[config.mk]
export PLATFORM = sky130hd
export DESIGN_NAME = crc_shift_engine
export DESIGN_NICKNAME = d
export VERILOG_FILES = /design/src/rtl/crc_eng_pkg.sv /design/src/rtl/crc_bit_step.sv /design/src/rtl/crc_multi_step.sv /design/src/rtl/crc_word_sequencer.sv /design/src/rtl/crc_shift_engine.sv
export SDC_FILE = /design/constraint.sdc
export NUM_CORES = 1
export LEC_CHECK = 0
export BUFFER_PORTS_ARGS = -buffer_cell sky130_fd_sc_hd__buf_2
export CORE_MARGIN = 1
export CORE_UTILIZATION = 40
export DETAILED_ROUTE_END_ITERATION = 7
export PLACE_DENSITY = 0.64
export SLEW_MARGIN = 20
export SYNTH_ARGS = -nofsm -noshare
export SYNTH_HDL_FRONTEND = slang
export SYNTH_SLANG_ARGS = --single-unit
[constraint.sdc]
create_clock -name clk -period 4.8 [get_ports clk]
set_input_delay 0.48 -clock clk [delete_from_list [all_inputs] [get_ports clk]]
set_output_delay 0.48 -clock clk [all_outputs]
set_load 0.1 [all_outputs]
[src/rtl/crc_eng_pkg.sv]
// Package: shared sizes and helpers for the CRC shift engine.
// Assumes the CRC register width is a power of two, so that the
// order field holds exactly width-1.
package crc_eng_pkg;

    localparam int CRC_W     = 32;
    localparam int LEN_W     = $clog2(CRC_W);
    localparam int CNT_W     = $clog2(CRC_W + 1);
    localparam int DEF_STEPS = 2;

    typedef logic [CRC_W-1:0] crc_word_t;

    // Mask of CRC bits 0..len, i.e. the bits that belong to the polynomial.
    function automatic crc_word_t len_mask(input logic [LEN_W-1:0] len);
        crc_word_t m;
        for (int i = 0; i < CRC_W; i++) begin
            m[i] = (i <= int'(len));
        end
        return m;
    endfunction

endpackage

[src/rtl/crc_bit_step.sv]
// Module: crc_bit_step
// Folds one data bit into the CRC state (MSB-first division step).
// Assumes taps_eff already carries the x^0 term and is masked to the order.
module crc_bit_step
    import crc_eng_pkg::*;
(
    input  crc_word_t        crc_in,
    input  logic             din,
    input  logic             en,
    input  crc_word_t        taps_eff,
    input  crc_word_t        len_msk,
    input  logic [LEN_W-1:0] top_idx,
    output crc_word_t        crc_nxt
);

    logic      fb;
    crc_word_t shifted;

    // One division step: shift, then XOR the taps when feedback is set.
    always_comb begin
        fb      = crc_in[top_idx] ^ din;
        shifted = (crc_in << 1) & len_msk;
        if (!en) begin
            crc_nxt = crc_in;
        end else if (fb) begin
            crc_nxt = shifted ^ taps_eff;
        end else begin
            crc_nxt = shifted;
        end
    end

endmodule

[src/rtl/crc_multi_step.sv]
// Module: crc_multi_step
// Chains STEPS single-bit steps so that STEPS bits are folded per clock.
// Assumes din[0] is the first (most significant) bit of the group,
// and that a disabled stage passes its input through unchanged.
module crc_multi_step
    import crc_eng_pkg::*;
#(
    parameter int STEPS = DEF_STEPS
) (
    input  crc_word_t        crc_in,
    input  logic [STEPS-1:0] din,
    input  logic [STEPS-1:0] en,
    input  crc_word_t        taps_eff,
    input  crc_word_t        len_msk,
    input  logic [LEN_W-1:0] top_idx,
    output crc_word_t        crc_nxt
);

    crc_word_t stage [STEPS+1];

    assign stage[0] = crc_in;

    for (genvar k = 0; k < STEPS; k++) begin : g_step
        crc_bit_step u_step (
            .crc_in   (stage[k]),
            .din      (din[k]),
            .en       (en[k]),
            .taps_eff (taps_eff),
            .len_msk  (len_msk),
            .top_idx  (top_idx),
            .crc_nxt  (stage[k+1])
        );
    end

    assign crc_nxt = stage[STEPS];

endmodule

[src/rtl/crc_word_sequencer.sv]
// Module: crc_word_sequencer
// Pops words from the upstream queue, left-aligns them in a shift buffer
// and hands out up to STEPS bits per clock, MSB first.
// Assumes word_data is stable while word_avail is high and not popped.
module crc_word_sequencer
    import crc_eng_pkg::*;
#(
    parameter int STEPS = DEF_STEPS
) (
    input  logic             clk,
    input  logic             rst_n,
    input  logic             enable,
    input  logic             go,
    input  logic             word_avail,
    input  crc_word_t        word_data,
    input  logic [LEN_W-1:0] width_m1,
    output logic             word_pop,
    output logic             busy,
    output logic [STEPS-1:0] step_bits,
    output logic [STEPS-1:0] step_en
);

    localparam logic [CNT_W-1:0] STEP_CNT = CNT_W'(STEPS);
    localparam logic [LEN_W-1:0] TOP_BIT  = LEN_W'(CRC_W - 1);

    crc_word_t        shift_buf;
    logic [CNT_W-1:0] bits_left;

    assign busy     = (bits_left != '0);
    // Take a new word when idle or on the final step of the current one.
    assign word_pop = enable && go && word_avail && (bits_left <= STEP_CNT);

    for (genvar k = 0; k < STEPS; k++) begin : g_tap
        assign step_bits[k] = shift_buf[CRC_W-1-k];
        assign step_en[k]   = (bits_left > CNT_W'(k));
    end

    // Buffer and remaining-bit count: load on pop, shift while busy.
    always_ff @(posedge clk) begin
        if (!rst_n || !enable) begin
            shift_buf <= '0;
            bits_left <= '0;
        end else if (word_pop) begin
            shift_buf <= word_data << (TOP_BIT - width_m1);
            bits_left <= CNT_W'(width_m1) + CNT_W'(1);
        end else if (busy) begin
            shift_buf <= shift_buf << STEPS;
            bits_left <= (bits_left > STEP_CNT) ? bits_left - STEP_CNT : '0;
        end
    end

endmodule

[src/rtl/crc_shift_engine.sv]
// Module: crc_shift_engine (top)
// Run-time programmable CRC engine: the order comes from poly_len, the
// feedback taps from tap_mask, and data is folded STEPS bits per clock.
// Assumes an upstream queue with avail/data/pop semantics.
module crc_shift_engine
    import crc_eng_pkg::*;
#(
    parameter int BITS_PER_CLK = DEF_STEPS
) (
    input  logic              clk,
    input  logic              rst_n,
    input  logic              enable,
    input  logic              go,
    input  logic [LEN_W-1:0]  poly_len,
    input  logic [CRC_W-1:0]  tap_mask,
    input  logic [LEN_W-1:0]  data_width_m1,
    input  logic              word_avail,
    input  logic [CRC_W-1:0]  word_data,
    output logic              word_pop,
    input  logic              seed_load,
    input  logic [CRC_W-1:0]  seed_value,
    output logic [CRC_W-1:0]  crc_out,
    output logic              busy
);

    crc_word_t               crc_q;
    crc_word_t               crc_stepped;
    crc_word_t               len_msk;
    crc_word_t               taps_eff;
    logic [BITS_PER_CLK-1:0] step_bits;
    logic [BITS_PER_CLK-1:0] step_en;

    // Polynomial decode: order mask and taps with x^0 always applied.
    always_comb begin
        len_msk  = len_mask(poly_len);
        taps_eff = (tap_mask | crc_word_t'(1)) & len_msk;
    end

    crc_word_sequencer #(.STEPS(BITS_PER_CLK)) u_seq (
        .clk        (clk),
        .rst_n      (rst_n),
        .enable     (enable),
        .go         (go),
        .word_avail (word_avail),
        .word_data  (word_data),
        .width_m1   (data_width_m1),
        .word_pop   (word_pop),
        .busy       (busy),
        .step_bits  (step_bits),
        .step_en    (step_en)
    );

    crc_multi_step #(.STEPS(BITS_PER_CLK)) u_steps (
        .crc_in   (crc_q),
        .din      (step_bits),
        .en       (step_en),
        .taps_eff (taps_eff),
        .len_msk  (len_msk),
        .top_idx  (poly_len),
        .crc_nxt  (crc_stepped)
    );

    // CRC register: clear when disabled, seed load wins over shifting.
    always_ff @(posedge clk) begin
        if (!rst_n || !enable) begin
            crc_q <= '0;
        end else if (seed_load) begin
            crc_q <= seed_value & len_msk;
        end else begin
            crc_q <= crc_stepped & len_msk;
        end
    end

    assign crc_out = crc_q;

endmodule

==> impl_metrics.csv <==
group,metric,value,unit
die,io_pins,146,
clocking,cts_max_path_buffers,2,
placement,portBuffers,144,
synthesis,synth_ff_type,"dfxtp_1",
final_layout,drive_gt1_frac,0.231,
sta,min_period,4.32,ns
clocking,cts_root_buffer,"clkbuf_16",
synthesis,syn_inst,1068,
placement,gp_congestion,1.00,
detailed_routing,vias,8961,
sta,tightest_slew,1.08,ns
power_and_ir_drop,clock_power_share,0.350,
final_layout,nFillCells,1926,
final_layout,stdcell_count,1421,
sta,setup_violations,0,
power_and_ir_drop,p_sw,766,uW
setup_path,worst-path-max-fanout,7,
sta,finalHoldViolCount,0,
power_and_ir_drop,seqPwrFrac,0.301,
clocking,cts_tree,"done",
hold_path,hold_path_depth,3,
detailed_routing,routed_wl,28.7,mm
sta,fin_worst_skew,0.0128,ns
power_and_ir_drop,powerDensity,226,nW/um^2
power_and_ir_drop,p_comb_frac,0.349,
setup_path,crit_path_start_kind,"input pin",
clocking,cts_sinks,70,
setup_path,crit_required,5.05,ns
detailed_routing,drc,0,
grt,grt-ovfl-total,0,
setup_path,r2r.worst_path.cells,17,
final_layout,antennaDiodeCount,0,
final_layout,final_nets,1296,
synthesis,synth-seq-cells,70,
synthesis,synth.avg_cell_area,7.18,sq um
detailed_routing,drtIter0Drc,1237,
synthesis,syn_nets,1182,
clocking,hold_buffers,0,
clocking,cts_resized,0,
sta,rsz0062_at_grt,"no",
sta,fmaxAchievable,0.231,GHz
setup_path,crit_path_end_kind,"flip-flop",
power_and_ir_drop,swShare,0.375,
die,dieWidth,140,um
sta,finalSetupTns,0,ns
grt,grt_pass1_vias,8161,
detailed_routing,wl_per_cell,20.2,um
setup_path,cp_data_arrival_time,4.57,ns
sta,slew_headroom,0.281,
die,die_y,140,um
grt,grt_usage,0.287,
synthesis,yosysWarnings,0,
synthesis,synth_edf_count,0,
sta,setup_ws,0.478,ns
power_and_ir_drop,power_leakage,3.53,nW
detailed_routing,final_antenna_net_count,0,
clocking,clk_pin_slew,0.06,ns
synthesis,ys_types,79,
placement,placed_cells,1405,
clocking,cts_inserted_buffers,9,
clocking,cts_setup_buffers,0,
die,initial_core_util,0.409,
die,die_area,19700,sq um
hold_path,hold_class,"input pin to flip-flop",
status,outcome,"finished clean",
clocking,htreeDepth,3,
grt,grt_pass1_wl,44.4,mm
placement,dp_hpwl,20.8,mm
grt,antenna_found_initial,0,
placement,place_ws,0.172,ns
synthesis,netlist_area,7670,sq um
power_and_ir_drop,ir_drop,0.000169,V
power_and_ir_drop,internal_power,1.27,mW
clocking,clkLatencyLatePin,0.35,ns
detailed_routing,via_per_inst,6.31,
sta,fin_crit_sh,0.900,
grt,grt_max_degree,62,
die,core,18800,sq um
die,rows,50,
detailed_routing,drtPass1Iterations,5,
sta,slew_violations,0,
setup_path,crit_type,"input pin to flip-flop",
run,maxCapViolCount,0,
synthesis,async_flop_share,0,
synthesis,yosysSeqAreaShare,0.183,
final_layout,layout-area-overhead-vs-synth,17.8,%
==> worst max-delay path, stage by stage <==
cell and delay (ns):
buf_2 0.23, mux4_2 0.56, a22o_1 0.28, nor4_4 0.24, a21oi_4 0.11, buf_4 0.18
xnor2_4 0.30, mux2_2 0.39, o21ai_0 0.27, o211a_1 0.19, o221a_1 0.25, o32ai_2 0.12
xor2_2 0.16, buf_4 0.18, buf_4 0.18, nand2_1 0.07, xor2_1 0.14, o31ai_1 0.23
==> flip-flops by register name (all words and copies together) (netlist names) <==
name	count
crc_out	32
u_seq.bits_left	6
u_seq.shift_buf	32
==> cell usage in the layout (no fill, tap or decap), drive strengths merged, types with 20 or more instances in the layout <==
master  Yosys  layout
nor2      115     115
a211oi     26      26
nand2     151     151
a21oi      61      61
buf        23     192
dfxtp      70      70
a22oi      22      22
nand3      40      40
mux2       23      23
o21ai      60      60
nor3       47      47
xor2       26      26
mux2i      38      38
o211ai     27      27
inv        17      20
==> path summary, 6_finish.rpt <==
| check | start | to | slack [ns] |
|---|---|---|---|
| max | poly_len[0] | crc_out[25] | 0.48 |
| min | seed_value[0] | crc_out[0] | 0.42 |
| min reg2reg | u_seq.shift_buf[29] | u_seq.shift_buf[29] | 0.45 |
| max reg2reg | crc_out[3] | crc_out[25] | 0.51 |
==> kinds of logic (layout without fill, tap and decap cells) <==
family                   after synthesis  after routing  share of synthesized area
XOR/XNOR                              42             42                     0.0524
adder cells (fa/ha/maj)                2              2                    0.00326
multiplexers                          80             80                      0.139
buffers and inverters                109            228                     0.0598
flip-flops                            70             70                      0.183
AO/OA/AOI/OAI                        312            312                      0.284
AND/OR/NAND/NOR                      453            453                      0.279
==> cell usage after synthesis, types with 8 or more instances <==
library cell | instances | area [sq um]
a21oi_1 | 60 | 300
xor2_1 | 25 | 219
a211o_1 | 9 | 78.8
a211oi_1 | 26 | 195
inv_1 | 15 | 56.3
nand3b_1 | 8 | 60.1
nor2_1 | 115 | 432
xnor2_1 | 14 | 123
a221oi_1 | 16 | 140
or2_2 | 8 | 50.1
clkbuf_1 | 66 | 248
o21ai_0 | 59 | 295
o31ai_1 | 19 | 143
mux2i_1 | 38 | 380
dfxtp_1 | 70 | 1400
and3_1 | 10 | 62.6
buf_1 | 8 | 30.0
or3_1 | 14 | 87.6
nor3_1 | 46 | 230
nand2_1 | 151 | 567
o32ai_1 | 10 | 87.6
a22oi_1 | 22 | 165
a21o_1 | 8 | 60.1
o221ai_1 | 8 | 70.1
o211ai_1 | 27 | 203
nand3_1 | 39 | 195
nor2b_1 | 10 | 62.6
mux4_2 | 19 | 428
mux2_2 | 22 | 248
nor3b_1 | 8 | 60.1
nand2b_1 | 8 | 50.1
==> per-layer routing <==
layer,up-vias,GRT usage,wire [um],share of wire
met4,2,0.106,896,0.031
li1,4220,-,-,-
met5,-,0.0251,74,0.0026
met2,460,0.452,12900,0.45
met1,4207,0.384,12200,0.43
met3,72,0.0595,2550,0.089
==> power by group through the flow <==
stage	clock network [mW]	logic, mW	registers (mW)
6_report	0.715	0.712	0.614
4_1_cts	0.723	0.699	0.613
3_3_place_gp	0	0.691	0.626
5_1_grt	0.741	0.763	0.615
2_1_floorplan	0	0.422	0.667
3_5_place_dp	0	0.696	0.626
==> stage by stage <==
stage,util,hold slack (ns),area (sq um),power (mW)
detailed placement,0.465,0.445,8730,1.32
CTS,0.481,0.404,9030,2.03
global placement,0.465,0.440,8720,1.32
global route,0.482,0.413,9040,2.12
finish,0.482,0.415,9040,2.04
floorplan,-,0.432,7670,1.09
==> final cells by class <==
cell class / count / area, sq um / area share
timing repair buffer: 192 / 1130 / 0.125
tap: 234 / 293 / 0.0324
multi-input combinational: 889 / 5830 / 0.645
inverter: 20 / 75.1 / 0.00830
sequential: 70 / 1400 / 0.155
clock buffer: 11 / 243 / 0.0268
clock inverter: 5 / 63.8 / 0.00706
Power figures use the tool's default switching activity.
